`src/rtl/lbd_pkg.sv`:
```
package lbd_pkg;
  typedef enum logic [1:0] {
    ST_IDLE  = 2'd0,
    ST_COUNT = 2'd1,
    ST_DELIM = 2'd2
  } lbd_state_e;

  function automatic logic maj3(input logic a, input logic b, input logic c);
    return (a & b) | (a & c) | (b & c);
  endfunction
endpackage

```
`src/rtl/lbd_bit_sampler.sv`:
```
module lbd_bit_sampler
  import lbd_pkg::*;
#(
  parameter int OVS = 16,
  parameter int MID = 9   // 0-based index of the last vote sample
) (
  input  logic clk_i,
  input  logic rst_ni,
  input  logic run_i,
  input  logic start_i,
  input  logic tick_i,
  input  logic rx_i,
  output logic bit_vld_o,
  output logic bit_val_o
);
  localparam int PH_W = $clog2(OVS);
  localparam logic [PH_W-1:0] PH_A    = PH_W'(MID - 2);
  localparam logic [PH_W-1:0] PH_B    = PH_W'(MID - 1);
  localparam logic [PH_W-1:0] PH_C    = PH_W'(MID);
  localparam logic [PH_W-1:0] PH_LAST = PH_W'(OVS - 1);

  logic [PH_W-1:0] phase_q, ph_nxt;
  logic            smp_a_q, smp_b_q;

  assign ph_nxt = (phase_q == PH_LAST) ? '0 : phase_q + 1'b1;

  always_ff @(posedge clk_i or negedge rst_ni) begin
    if (!rst_ni) begin
      phase_q <= '0;
      smp_a_q <= 1'b1;
      smp_b_q <= 1'b1;
    end else if (start_i) begin
      phase_q <= '0;  // edge tick is sample 1
    end else if (run_i && tick_i) begin
      phase_q <= ph_nxt;
      if (ph_nxt == PH_A) smp_a_q <= rx_i;
      if (ph_nxt == PH_B) smp_b_q <= rx_i;
    end
  end

  assign bit_vld_o = run_i & tick_i & ~start_i & (ph_nxt == PH_C);
  assign bit_val_o = maj3(smp_a_q, smp_b_q, rx_i);
endmodule

```
`src/rtl/lbd_run_ctr.sv`:
```
module lbd_run_ctr #(
  parameter int LEN_SHORT = 10,
  parameter int LEN_LONG  = 11
) (
  input  logic clk_i,
  input  logic rst_ni,
  input  logic clr_i,
  input  logic inc_i,
  input  logic long_i,
  output logic reach_o
);
  localparam int CNT_W = $clog2(LEN_LONG + 1);
  localparam logic [CNT_W-1:0] TGT_S = CNT_W'(LEN_SHORT);
  localparam logic [CNT_W-1:0] TGT_L = CNT_W'(LEN_LONG);

  logic [CNT_W-1:0] cnt_q, cnt_inc, target;

  assign target  = long_i ? TGT_L : TGT_S;
  assign cnt_inc = (cnt_q == TGT_L) ? cnt_q : cnt_q + 1'b1;
  assign reach_o = inc_i & (cnt_inc >= target);

  always_ff @(posedge clk_i or negedge rst_ni) begin
    if (!rst_ni)     cnt_q <= '0;
    else if (clr_i)  cnt_q <= '0;
    else if (inc_i)  cnt_q <= cnt_inc;
  end
endmodule

```
`src/rtl/lbd_flag_ctl.sv`:
```
module lbd_flag_ctl (
  input  logic clk_i,
  input  logic rst_ni,
  input  logic active_i,
  input  logic set_i,
  input  logic clr_i,
  input  logic irq_en_i,
  input  logic ferr_i,
  input  logic hi_seen_i,
  output logic flag_o,
  output logic irq_o,
  output logic hold_o
);
  logic flag_q, hold_q;

  always_ff @(posedge clk_i or negedge rst_ni) begin
    if (!rst_ni)     flag_q <= 1'b0;
    else if (set_i)  flag_q <= 1'b1;  // set beats clear
    else if (clr_i)  flag_q <= 1'b0;
  end

  always_ff @(posedge clk_i or negedge rst_ni) begin
    if (!rst_ni)         hold_q <= 1'b0;
    else if (!active_i)  hold_q <= 1'b0;
    else if (ferr_i)     hold_q <= 1'b1;
    else if (hi_seen_i)  hold_q <= 1'b0;
  end

  assign flag_o = flag_q;
  assign irq_o  = flag_q & irq_en_i;
  assign hold_o = hold_q;
endmodule

```
`src/rtl/lin_brk_det.sv`:
```
module lin_brk_det
  import lbd_pkg::*;
#(
  parameter int OVS       = 16,
  parameter int VOTE_MID  = 9,
  parameter int LEN_SHORT = 10,
  parameter int LEN_LONG  = 11
) (
  input  logic clk_i,
  input  logic rst_ni,
  input  logic rx_i,
  input  logic tick_i,
  input  logic rx_en_i,
  input  logic lin_en_i,
  input  logic long_brk_i,
  input  logic frame_err_i,
  input  logic irq_en_i,
  input  logic flag_clr_i,
  output logic brk_flag_o,
  output logic irq_o,
  output logic rx_hold_o
);
  lbd_state_e state_q, state_d;
  logic active, prev_q, start, bit_vld, bit_val;
  logic inc, reach, set_flag, hi_seen, in_idle;

  assign active  = lin_en_i & rx_en_i;
  assign in_idle = (state_q == ST_IDLE);
  assign start   = active & in_idle & tick_i & ~rx_i & prev_q;

  always_ff @(posedge clk_i or negedge rst_ni) begin
    if (!rst_ni)                 prev_q <= 1'b1;
    else if (!active)            prev_q <= 1'b1;
    else if (tick_i)             prev_q <= rx_i;
  end

  lbd_bit_sampler #(.OVS(OVS), .MID(VOTE_MID)) u_smp (
    .clk_i    (clk_i),
    .rst_ni   (rst_ni),
    .run_i    (active & ~in_idle),
    .start_i  (start),
    .tick_i   (tick_i),
    .rx_i     (rx_i),
    .bit_vld_o(bit_vld),
    .bit_val_o(bit_val)
  );

  assign inc = (state_q == ST_COUNT) & bit_vld & ~bit_val;

  lbd_run_ctr #(.LEN_SHORT(LEN_SHORT), .LEN_LONG(LEN_LONG)) u_cnt (
    .clk_i  (clk_i),
    .rst_ni (rst_ni),
    .clr_i  (in_idle | ~active),
    .inc_i  (inc),
    .long_i (long_brk_i),
    .reach_o(reach)
  );

  always_comb begin
    state_d = state_q;
    unique case (state_q)
      ST_IDLE:  if (start) state_d = ST_COUNT;
      ST_COUNT: if (bit_vld) state_d = bit_val ? ST_IDLE : (reach ? ST_DELIM : ST_COUNT);
      ST_DELIM: if (bit_vld && bit_val) state_d = ST_IDLE;
      default:  state_d = ST_IDLE;
    endcase
    if (!active) state_d = ST_IDLE;
  end

  always_ff @(posedge clk_i or negedge rst_ni) begin
    if (!rst_ni) state_q <= ST_IDLE;
    else         state_q <= state_d;
  end

  assign set_flag = active & (state_q == ST_DELIM) & bit_vld & bit_val;
  assign hi_seen  = (~in_idle & bit_vld & bit_val) | (in_idle & tick_i & rx_i);

  lbd_flag_ctl u_flg (
    .clk_i    (clk_i),
    .rst_ni   (rst_ni),
    .active_i (active),
    .set_i    (set_flag),
    .clr_i    (flag_clr_i),
    .irq_en_i (irq_en_i),
    .ferr_i   (frame_err_i),
    .hi_seen_i(hi_seen),
    .flag_o   (brk_flag_o),
    .irq_o    (irq_o),
    .hold_o   (rx_hold_o)
  );
endmodule

```
`config.mk`:
```
export PLATFORM = sky130hd
export DESIGN_NAME = lin_brk_det
export DESIGN_NICKNAME = d
export VERILOG_FILES = /design/src/rtl/lbd_pkg.sv /design/src/rtl/lbd_bit_sampler.sv /design/src/rtl/lbd_run_ctr.sv /design/src/rtl/lbd_flag_ctl.sv /design/src/rtl/lin_brk_det.sv
export SDC_FILE = /design/constraint.sdc
export NUM_CORES = 1
export LEC_CHECK = 0
export ABC_AREA = 1
export BUFFER_PORTS_ARGS = -buffer_cell sky130_fd_sc_hd__buf_2
export CORE_MARGIN = 2
export CORE_UTILIZATION = 55
export CTS_CLUSTER_SIZE = 28
export DETAILED_ROUTE_END_ITERATION = 6
export PLACE_DENSITY = 0.85
export SLEW_MARGIN = 15
export SYNTH_ARGS = -nofsm -noshare
export SYNTH_HDL_FRONTEND = slang
export SYNTH_SLANG_ARGS = --single-unit
```
`constraint.sdc`:
```
create_clock -name clk_i -period 2.3 [get_ports clk_i]
set_input_delay 0 -clock clk_i [delete_from_list [all_inputs] [get_ports clk_i]]
set_output_delay 0 -clock clk_i [all_outputs]
set_load 0.02 [all_outputs]
```
==> metrics.md <==
| Metric | Value |
|---|---|
| Antenna violations before repair | 0 |
| Pwr Total | 0.0005796 W |
| CP required | about 2.5 ns |
| Highest clock rate | between 400 and 500 MHz |
| H-tree depth | 1 |
| Final hold violations | 0 |
| Routed Antenna Nets | 0 |
| Die area | between 2000 and 2500 sq um |
| Synth Net Count | 137 |
| Gr ovfl total | 0 |
| First-pass GRT wire length | about 3300 um |
| Critical path arrival | between 2 and 2.5 ns |
| Fin crit period | between 2 and 2.5 ns |
| Switching Share | 0.3145 |
| Distinct cell type count after synthesis | 28 |
| Setup TNS | 0 ns |
| Setup crit end kind | register |
| Total global-route track usage | 0.2174 |
| Num CTS Buffers | 3 |
| IO Pins | 13 |
| Clock-pin slew on the worst setup and hold paths | roughly 0.1 ns |
| Number of diodes | 0 |
| Vias in the first global route | around 840 |
| Largest net degree at the start of global routing | 16 |
| Routed wire per std cell | ~12 um |
| Worst-skew pair later-pin latency | between 0.2 and 0.3 ns |
| Setup Skew | between 0.008 and 0.009 ns |
| Fin cells | between 150 and 200 |
| Synthesized flop and latch total | 15 |
| PD cells | between 500 and 600 nW/um^2 |
| Die Y | roughly 46 um |
| Final setup viols | 0 |
| NumNets Final | approximately 160 |
| Mapped Cells | around 120 |
| Sequential share of the synthesized area | 0.3845 |
| Row count | 15 |
| Dpl cells | approximately 160 |
| HPWL after DPL | ~1500 um |
| Outcome | finished, final reports clean |
| Hold_sp | rx_en_i |
| Leak pwr | 0.5891 nW |
| Clk buf depth | 2 |
| # clock sinks | 15 |
| Final core utilization | 0.6755 |
| Worst Setup SP | u_smp.phase_q[0] |
| Max IR drop VDD | ~0.00033 V |
| Critical Path Fanout Max | 5 |
| Seq pwr share | 0.518 |
| Initial Utilization | 0.5773 |
| Layout area overhead | 17.01% |
| Clock power share | 0.266 |
| Max layer used | met4 |
| Drt first-iter violations | 21 |
| Slew HR | 0.7769 |
| DRC errors left | 0 |
| GPL Wtd Cong | slightly below 1 |
| Post-synthesis instance area | slightly below 1000 sq um |
| Filler cells | between 100 and 150 |
| WL final | around 1900 um |
| Worst hold path type | in2reg |
| Core ar. | between 1500 and 2000 sq um |
| WL met2 | around 960 um |
| Die width | about 46 um |
| Met3 wire length | 75 um |
| Fraction of layout cells with a size suffix above 1 | 0.2465 |
| Max_cap viols | 0 |
| Setup CP Type | reg2reg |
| Internal power | roughly 0.00040 W |
| Vias | 857 |
| Comb power frac | 0.216 |
| Detailed Routing Iterations Pass 1 | 4 |
| RSZ-0062 raised after global routing | false |
| Worst r2r src | u_smp.phase_q[0] |
| Final Cycle Share | 0.9012 |
| Psw | around 0.00018 W |
| CTS Root Cell | clkbuf_4 |
| Actual slew at the worst max-slew pin | about 0.33 ns |
| Average size of a mapped cell | slightly above 8 sq um |
| Pins Over Slew Limit | 0 |
| Post-DR vias/cell | ~5 |
| CP Launch Type | register |
| Met1 wire length | around 900 um |
| Ys Warns | 0 |
| Port Buffers | 12 |
| Multi-input gate area | around 520 sq um |
| CTS tree | done |
| Reg area | approximately 380 sq um |
## final timing paths
kind,to,slack [ns],depth (start not counted)
worst min-delay path,prev_q,0.05,4
worst min register to register,u_smp.smp_a_q,0.51,2
min in group asynchronous,u_flg.flag_o,0.14,2
worst max register to register,u_flg.hold_o,0.23,8
worst max-delay path,u_flg.hold_o,0.23,8
max in group asynchronous,u_smp.smp_b_q,1.86,2
## logic make-up after synthesis
group / Yosys count / share of synthesized area
and+or+nand+nor: 56 / 0.3236
buffers and inverters: 23 / 0.08756
AOI/OAI and AO/OA: 18 / 0.1015
DFF: 15 / 0.3845
adders and majority gates: 6 / 0.07614
xor gates and xnor gates: 3 / 0.02665
## stage by stage
stage                     cell area (sq um)  hold slack [ns]  setup WS (ns)
after floorplan                       985.9          -0.2956         0.6222
after global placement                 1077         -0.08133         0.5785
after detailed placement               1077         -0.07696         0.4773
after CTS                              1154          0.03955         0.2362
after global routing                   1154          0.06572        0.09666
final                                  1154          0.04931         0.2272
## critical path, cell delays in order (launching register included)
cell	delay (ns)
dfrtp_1	0.44
ha_1	0.25
nand2_2	0.10
nand3_1	0.12
nand2_4	0.11
nand4_1	0.15
a31oi_1	0.17
nor2_1	0.05
dlygate4sd3_1	0.55
## layout make-up
type	count	share of cell area
clock buffer	4	0.02278
timing repair buffer	17	0.09544
multi-input combinational	83	0.4512
sequential	15	0.3286
tap	25	0.02711
inverter	23	0.07484
## cell usage in the layout, fill, tap and decap left out, types with 2 or more instances in the layout
cell type	n
a21oi_1	2
a31oi_1	2
buf_2	12
clkbuf_4	3
dfrtp_1	12
dfstp_2	3
dlygate4sd3_1	5
ha_1	6
inv_1	18
inv_2	5
nand2_1	22
nand2_2	3
nand2_4	2
nand3_1	11
nand4_1	2
nor2_1	7
nor2_4	2
o21ai_0	8
o21ai_1	2
o22ai_1	2
xor2_1	2
## synth_stat cells, drive strengths merged
library cell	count	area (sq um)
a31oi	2	12.51
nand2	27	123.9
nor3	1	5.000
nand3	13	82.58
o211ai	1	7.510
inv	23	86.33
xor2	2	17.52
o22ai	2	12.51
dfrtp	12	300.3
o21ai	10	50.05
xnor2	1	8.760
nand4	2	12.51
a22oi	1	7.510
ha	6	75.07
nor2	11	75.08
dfstp	3	78.83
nor3b	2	20.02
a21oi	2	10.01
## state kept, by name, indices dropped and copies added (netlist names)
| name | cells |
|---|---|
| u_smp.phase_q | 4 |
| state_q | 2 |
| u_smp.smp_b_q | 1 |
| u_flg.flag_o | 1 |
| prev_q | 1 |
| u_cnt.cnt_q | 4 |
| u_smp.smp_a_q | 1 |
| u_flg.hold_o | 1 |
## layer usage
| layer | vias to the layer above | GRT usage |
|---|---|---|
| met4 | 0 | 0.08571 |
| met2 | 22 | 0.3778 |
| li1 | 434 | - |
| met1 | 396 | 0.2574 |
| met3 | 5 | 0.04706 |
| met5 | - | 0 |
## power by group through the flow
stage	registers (W)	logic (W)	clock network [W]
finish	0.000300	0.000125	0.000154
global route	0.000305	0.000142	0.000171
CTS	0.000300	0.000125	0.000158
detailed placement	0.000305	0.000119	0
global placement	0.000304	0.000111	0
floorplan	0.000301	0.0000859	0
## what timing repair did
action	CTS	global route
hold buffers	5	0
hold endpoints to repair	18	0
gates resized for setup	0	0
buffers inserted	0	0
No activity file was read; power rests on OpenSTA's default activity.
